[config.mk]
export PLATFORM = sky130hd
export DESIGN_NAME = addr_win_decoder
export DESIGN_NICKNAME = d
export VERILOG_FILES = /design/src/rtl/addr_win_decoder.sv
export SDC_FILE = /design/constraint.sdc
export NUM_CORES = 1
export LEC_CHECK = 0
export BUFFER_PORTS_ARGS = -buffer_cell sky130_fd_sc_hd__buf_2
export CAP_MARGIN = 20
export CORE_UTILIZATION = 37
export CTS_CLUSTER_DIAMETER = 40
export DETAILED_ROUTE_END_ITERATION = 6
export SETUP_SLACK_MARGIN = 0.2
export SLEW_MARGIN = 0
export SYNTH_ARGS = -nofsm -noshare
export SYNTH_HDL_FRONTEND = slang
export SYNTH_SLANG_ARGS = --single-unit
[constraint.sdc]
create_clock -name clk -period 2.4 [get_ports clk]
set_input_delay 0.12 -clock clk [delete_from_list [all_inputs] [get_ports clk]]
set_output_delay 0.12 -clock clk [all_outputs]
set_load 0.03 [all_outputs]
[src/rtl/addr_win_decoder.sv]
module addr_win_decoder #(
  parameter int NUM_WIN   = 8,
  parameter int NUM_REMAP = 4,
  parameter int REG_AW    = 6
) (
  input  logic                       clk,
  input  logic                       rst_n,
  input  logic                       reg_wr,
  input  logic [REG_AW-1:0]          reg_addr,
  input  logic [31:0]                reg_wdata,
  output logic [31:0]                reg_rdata,
  input  logic                       lk_valid,
  input  logic [31:0]                lk_addr,
  output logic                       res_valid,
  output logic                       res_hit,
  output logic                       res_miss,
  output logic [$clog2(NUM_WIN)-1:0] res_win,
  output logic [3:0]                 res_target,
  output logic [7:0]                 res_attr,
  output logic [31:0]                res_addr
);
  localparam int WIN_W = $clog2(NUM_WIN);
  localparam int IDX_W = REG_AW - 2;

  logic [IDX_W-1:0] widx;
  logic [1:0]       woff;
  logic             in_range;

  assign widx     = reg_addr[REG_AW-1:2];
  assign woff     = reg_addr[1:0];
  assign in_range = int'(widx) < NUM_WIN;

  logic [NUM_WIN-1:0] en_q;
  logic [3:0]         tgt_q  [NUM_WIN];
  logic [7:0]         attr_q [NUM_WIN];
  logic [15:0]        size_q [NUM_WIN];
  logic [15:0]        base_q [NUM_WIN];
  logic [15:0]        remap_q[NUM_WIN];

  logic [NUM_WIN-1:0] hit;
  logic [31:0]        xlat   [NUM_WIN];
  logic [31:0]        rd_word[NUM_WIN];

  for (genvar w = 0; w < NUM_WIN; w++) begin : g_win
    logic        sel_w;
    logic [31:0] mask;

    assign sel_w = reg_wr && in_range && (int'(widx) == w);
    assign mask  = {size_q[w], 16'hFFFF};

    always_ff @(posedge clk or negedge rst_n) begin
      if (!rst_n) begin
        en_q[w]   <= 1'b0;
        tgt_q[w]  <= '0;
        attr_q[w] <= '0;
        size_q[w] <= '0;
        base_q[w] <= '0;
      end else if (sel_w) begin
        if (woff == 2'd0) begin
          en_q[w]   <= reg_wdata[0];
          tgt_q[w]  <= reg_wdata[7:4];
          attr_q[w] <= reg_wdata[15:8];
          size_q[w] <= reg_wdata[31:16];
        end
        if (woff == 2'd1) base_q[w] <= reg_wdata[31:16];
      end
    end

    if (w < NUM_REMAP) begin : g_remap
      always_ff @(posedge clk or negedge rst_n) begin
        if (!rst_n)                     remap_q[w] <= '0;
        else if (sel_w && woff == 2'd2) remap_q[w] <= reg_wdata[31:16];
      end
      assign xlat[w] = ({remap_q[w], 16'h0} & ~mask) | (lk_addr & mask);
    end else begin : g_pass
      assign remap_q[w] = '0;
      assign xlat[w]    = lk_addr;
    end

    assign hit[w] = en_q[w] && ((lk_addr & ~mask) == ({base_q[w], 16'h0} & ~mask));

    always_comb begin
      case (woff)
        2'd0:    rd_word[w] = {size_q[w], attr_q[w], tgt_q[w], 3'b000, en_q[w]};
        2'd1:    rd_word[w] = {base_q[w], 16'h0};
        2'd2:    rd_word[w] = {remap_q[w], 16'h0};
        default: rd_word[w] = '0;
      endcase
    end
  end

  always_comb begin
    reg_rdata = '0;
    for (int w = 0; w < NUM_WIN; w++)
      if (in_range && int'(widx) == w) reg_rdata = rd_word[w];
  end

  logic             any_hit;
  logic [WIN_W-1:0] win_sel;

  always_comb begin
    any_hit = 1'b0;
    win_sel = '0;
    for (int w = NUM_WIN - 1; w >= 0; w--) begin
      if (hit[w]) begin
        any_hit = 1'b1;
        win_sel = WIN_W'(w);
      end
    end
  end

  always_ff @(posedge clk or negedge rst_n) begin
    if (!rst_n) begin
      res_valid  <= 1'b0;
      res_hit    <= 1'b0;
      res_miss   <= 1'b0;
      res_win    <= '0;
      res_target <= '0;
      res_attr   <= '0;
      res_addr   <= '0;
    end else begin
      res_valid <= lk_valid;
      res_hit   <= lk_valid && any_hit;
      res_miss  <= lk_valid && !any_hit;
      if (lk_valid) begin
        res_win    <= win_sel;
        res_target <= any_hit ? tgt_q[win_sel]  : 4'h0;
        res_attr   <= any_hit ? attr_q[win_sel] : 8'h0;
        res_addr   <= any_hit ? xlat[win_sel]   : lk_addr;
      end
    end
  end
endmodule


Word-level counts from Yosys, hierarchy flattened. Cells that the tools add are included.

Flip-flop bits (word level): 474. Logic and storage cells: 201.

$lt $le $gt $ge: 2. Equal/unequal tests: 17. Muxes and demuxes: 44. Bitwise operators: 37. Reduce and logical (&&, ||, !) cells: 50.

Operators by type and width (count): 32-bit AND (24); 32-bit one-hot mux with 3 select lines (4); 32-bit 2-to-1 mux (11); 32-bit equality test (8); 32-bit NOT (8); 32-bit one-hot mux with 2 select lines (4); 32-bit bitwise OR (4); 32-bit binary-select mux with 3-bit select (1); 2-bit AND reduction (16); 1-bit logical AND (31); 8-bit binary-select mux with 3-bit select (1); 3-bit 2-to-1 mux (8); 8-bit 2-to-1 mux (3); 4-bit equality test (second input constant) (4); 4-bit binary-select mux with 3-bit select (1); 4-bit 2-to-1 mux (3); 4-bit by 3-bit equality test with 1-bit output (second input constant) (2); 1-bit 2-to-1 mux (8); 4-bit by 2-bit equality test with 1-bit output (second input constant) (1); 4-bit >= comparator (second input constant) (1); 4-bit zero test (1); 4-bit < comparator (second input constant) (1); 3-bit NOT with 4-bit output (1); 2-bit by 1-bit equality test with 1-bit output (second input constant) (1); other kinds (3) (3).

Logic depth before layout (Yosys ltp).
Word-level depth: 17. Mapped depth: 13. Mapped depth without buffers: 10.

Worst setup path after synthesis. Ideal clock, no wire load.

Path kind: flip-flop to flip-flop. Start: register base_q[13] (netlist name). End: register res_attr[5]. Setup time: 0.145 ns. Arrival time: 2.309 ns. Required time: 2.255 ns. Path slack: -0.054 ns. Cell stages (with the launch flop): 12. Buffers on the path: 1. Period minus slack after synthesis: 2.454 ns. Cells stage by stage: dfrtp_1 > xnor2_1 > o22ai_1 > nor4_1 > nand3_1 > o21ai_1 > nand4_2 > nand2_8 > buf_12 > mux2_4 > o211ai_1 > o221ai_1.

Cells in the longest elaborated chain, start to end: 16. Elaborated cells on any way between the ends: 24. Those cells by class: 1 x eq/ne; 20 x mux; 2 x bitwise; 1 x reduce/logical.

RTL lines: start, declared (RTL line 37) `logic [15:0] base_q [NUM_WIN];`; start signal, assigned by index (RTL line 65) `if (woff == 2'd1) base_q[w] <= reg_wdata[31:16];`; 32-bit AND (*) (RTL line 80) `assign hit[w] = en_q[w] && ((lk_addr & ~mask) == ({base_q[w], 16'h0} & ~mask));`; 32-bit equality test (*) (RTL line 80); 1-bit logical AND (*) (RTL line 80); 3-bit 2-to-1 mux (8 in a row) (RTL line 105) `if (hit[w]) begin`; 3-bit NOT with 4-bit output (implied by the code) (RTL line 128) `res_attr <= any_hit ? attr_q[win_sel] : 8'h0;`; 8-bit binary-select mux with 3-bit select (RTL line 128); 8-bit 2-to-1 mux (implied by the code) (2 in a row) (RTL line 128); 8-bit 2-to-1 mux (*) (RTL line 128); end signal, assigned (RTL line 128); end, declared (RTL line 19) `output logic [7:0] res_attr,`.

Mark *: on every way between the ends. The rest lies on a longest branch, timed or not. The select of a mux whose other input is x is not followed. A chain may end at the register's enable or synchronous reset.

Final worst setup path.
Start: register base_q[123] (netlist name). End: register res_addr[22].

Cells in the longest elaborated chain, start to end: 9. Elaborated cells on any way between the ends: 10. Those cells by class: 1 x eq/ne; 6 x mux; 2 x bitwise; 1 x reduce/logical.

RTL lines: 32-bit AND (*) (RTL line 80); 32-bit equality test (*) (RTL line 80); 1-bit logical AND (*) (RTL line 80); 3-bit 2-to-1 mux (RTL line 105); 3-bit NOT with 4-bit output (implied by the code) (RTL line 129) `res_addr <= any_hit ? xlat[win_sel] : lk_addr;`; 32-bit binary-select mux with 3-bit select (RTL line 129); 32-bit 2-to-1 mux (implied by the code) (2 in a row) (RTL line 129); 32-bit 2-to-1 mux (*) (RTL line 129); end signal, assigned (RTL line 129); end, declared (RTL line 20) `output logic [31:0] res_addr`.

Marked as above.

==> results.toml <==
[run_status]
status = "complete, but fails checks"
violations = "negative setup slack"

[power]
vdd_drop_max_mv = 0.558
power_leakage_nw = 16.6
p_per_area_nw_per_um2 = 808

[synthesis]
synth_edf_count = 0
yosys.cell_types.count = 62
synth_seq_cells = 474
synth_top_area_cell = "dfrtp_1"
ys.flop_type = "dfrtp_1"
synth.top_cells.by_area = "dfrtp_1 46%, mux2_2 19%, mux2i_1 5.3%"
synth_area_sq_um = 25600
synth_cells = 2293
synth-async-reset-ratio_pct = 100
synth_warnings = 0
avgSynthCellArea_sq_um = 11.2
ys_seq_area_share_pct = 46.4
synth_top_area_share_pct = 46.4

[critical_path]
cp_max_fo = 16
required_ns = 2.92
r2r_slack_ns = -0.44
critPathLaunchType = "flop"
end_kind = "flop"
r2r_start = "base_q[123]"
critPathKind = "flop to flop"
r2r-end = "res_addr[22]"
arrival_ns = 3.36
rr_worst_depth = 11

[placed_design]
hpwlAfterDp_um = 63900
place_congestion = 0.919
portBuffers = 149
pre_cts_ws_ns = -0.625

[global_route]
grt_max_degree = 86
antenna_found_initial = 5
grt_pass1_wl_um = 141000
track_usage_pct = 26.6
overflow = 0
first_global_vias = 22300

[clock_tree]
path_clk_slew_ns = 0.05
cts_buffer_depth = 3
root_buffer = "clkbuf_16"
cts_tree = "done"
numCtsBuffers = 88
clkLatencyLatePin_ns = 0.66
cts_sinks = 474
cts_max_level = 3

[floorplanning]
initial_core_util_pct = 37.3
io-pin-count = 156
die_h_um = 265
fp-row-count = 96
die_w_um = 265
dieArea_sq_um = 70200
core_area_sq_um = 68500

[detailed_routing]
drcViolationCount = 0
ant_nets = 0
drt_iter0_drc = 1999
vias = 21700
vias_per_cell = 5.72
wire_per_inst_um = 24.8
dr.pass1.iters = 6
wl_um = 94000

[sta]
hold_viol_final = 0
post-route-period-util_pct = 118
report.final.slew_viol_count = 0
rsz0062_at_grt = "true"
slew_headroom_pct = 51.4
worst_slack_ns = -0.441
finalSetupViolCount = 32
clock_skew_ns = 0.0447
worst_slew_pin_slew_ns = 0.726
fmax_mhz = 352
min_period_ns = 2.84

[final_layout]
drive_above_1_share_pct = 47.3
area_growth_pct = 39.1
fin_util_pct = 51.9
nets = 2907

[hold_path]
min_path_cells = 2
hp-class = "input port to flop"
worstHoldEndpoint = "res_addr[1]"
hp-start = "lk_valid"

[run]
maxCapViolations = 0
-- critical path: stages, from the launching register on --
cell and delay, ns:
dfrtp_1 0.40, xnor2_2 0.23, o22ai_2 0.14, nor4_4 0.36
o2111ai_4 0.20, buf_6 0.17, a21bo_4 0.24, nand2_8 0.16
buf_16 0.20, a211o_1 0.30, mux2i_1 0.18, o21ai_1 0.10
-- kinds of logic (layout without fill, tap and decap cells) --
group | Yosys count | count (layout) | synth area share [%]
simple gates | 429 | 429 | 8.02
compound gates | 450 | 450 | 11.2
other cells | 1 | 7 | 0.0147
buf+inv | 208 | 819 | 3.57
xor+xnor | 128 | 128 | 4.38
mux | 603 | 603 | 26.4
flops | 474 | 474 | 46.4
-- final cells by class --
| cell class | count | area [sq um] |
|---|---|---|
| clock buffers | 106 | 2390 |
| well taps | 882 | 1100 |
| clock inverters | 57 | 883 |
| diodes | 4 | 10.0 |
| repair buffers | 640 | 5520 |
| fillers | 5903 | 32900 |
| flip-flops and latches | 474 | 11900 |
| multi-input cells | 1613 | 13700 |
| inverters | 16 | 60.1 |
-- where the power goes --
group | internal, mW | switching (mW)
Sequential | 9.02 | 0.828
Combinational | 2.81 | 2.51
Clock | 8.85 | 4.72
-- cells in the mapped netlist, types with 3 or more instances --
cell	instances
dfrtp_1	474
mux2_2	435
nand2_1	168
mux2i_1	136
xnor2_1	128
clkbuf_1	122
a21oi_1	119
o22ai_1	97
nand3_1	66
o21ai_0	64
nor2_1	63
nand2b_1	35
nor2b_1	34
a211o_1	32
a211oi_1	32
buf_2	29
o21ai_1	24
buf_1	23
and3_1	22
mux2_1	19
o211ai_1	17
inv_1	15
buf_4	14
nor3_1	14
a22oi_1	11
a222oi_1	10
a31oi_1	10
mux4_2	10
nor4_1	9
a31o_1	7
nand4_1	5
o32ai_1	5
o32ai_2	4
mux2_4	3
o221ai_1	3
-- how the worst max path moves through the flow --
stage                 from      endpoint  slack (ns)
2_1_floorplan  base_q[126]   res_attr[5]      -0.003
3_3_place_gp   lk_addr[25]   res_attr[3]       -0.58
3_5_place_dp   lk_addr[27]  res_addr[22]       -0.62
4_1_cts        base_q[123]   res_attr[4]       -0.36
5_1_grt        base_q[123]  res_addr[22]       -0.49
6_report       base_q[123]  res_addr[22]       -0.44
-- stage by stage --
stage	hold WS (ns)	instances	setup TNS (ns)	power [mW]	area, sq um
after floorplan	-0.176	2295	-0.00956	12.4	25700
after global placement	0.116	3562	-15.02	14.6	30600
after detailed placement	0.113	3563	-17.56	14.8	30600
after CTS	0.00137	3779	-9.84	28.7	35100
after global routing	0.0329	3792	-13.67	29.7	35600
final	0.0148	3792	-10.47	28.7	35600
-- what timing repair did --
action,4_1_cts,5_1_grt
hold endpoints to repair,469,0
setup endpoints to repair,50,52
pin swaps,64,51
gates cloned,2,2
setup buffers,19,7
hold buffers,32,0
resized for setup,185,76
-- routing by layer --
| metal | wire (um) | up-vias | track usage (%) |
|---|---|---|---|
| met5 | 11 | - | 0 |
| met4 | 3670 | 2 | 11.6 |
| met3 | 7180 | 236 | 4.21 |
| met2 | 43900 | 983 | 42.1 |
| met1 | 39200 | 11000 | 35.9 |
| li1 | - | 9465 | - |
-- cell usage in the layout (no fill, tap or decap), types with 59 or more instances in the layout --
cell / count
dfrtp_1: 470
mux2_2: 434
buf_4: 363
nand2_1: 156
buf_2: 129
mux2i_1: 127
xnor2_1: 115
a21oi_1: 98
clkbuf_16: 90
o22ai_1: 77
buf_6: 59
-- flip-flops by register name, indices dropped and copies added, names as in the netlist --
signal      cells
base_q        128
g_win.mask    128
attr_q         64
remap_q        64
res_addr       32
tgt_q          32
en_q            8
res_attr        8
res_target      4
res_win         3
res_hit         1
res_miss        1
res_valid       1
(Power assumes the default switching activity.)
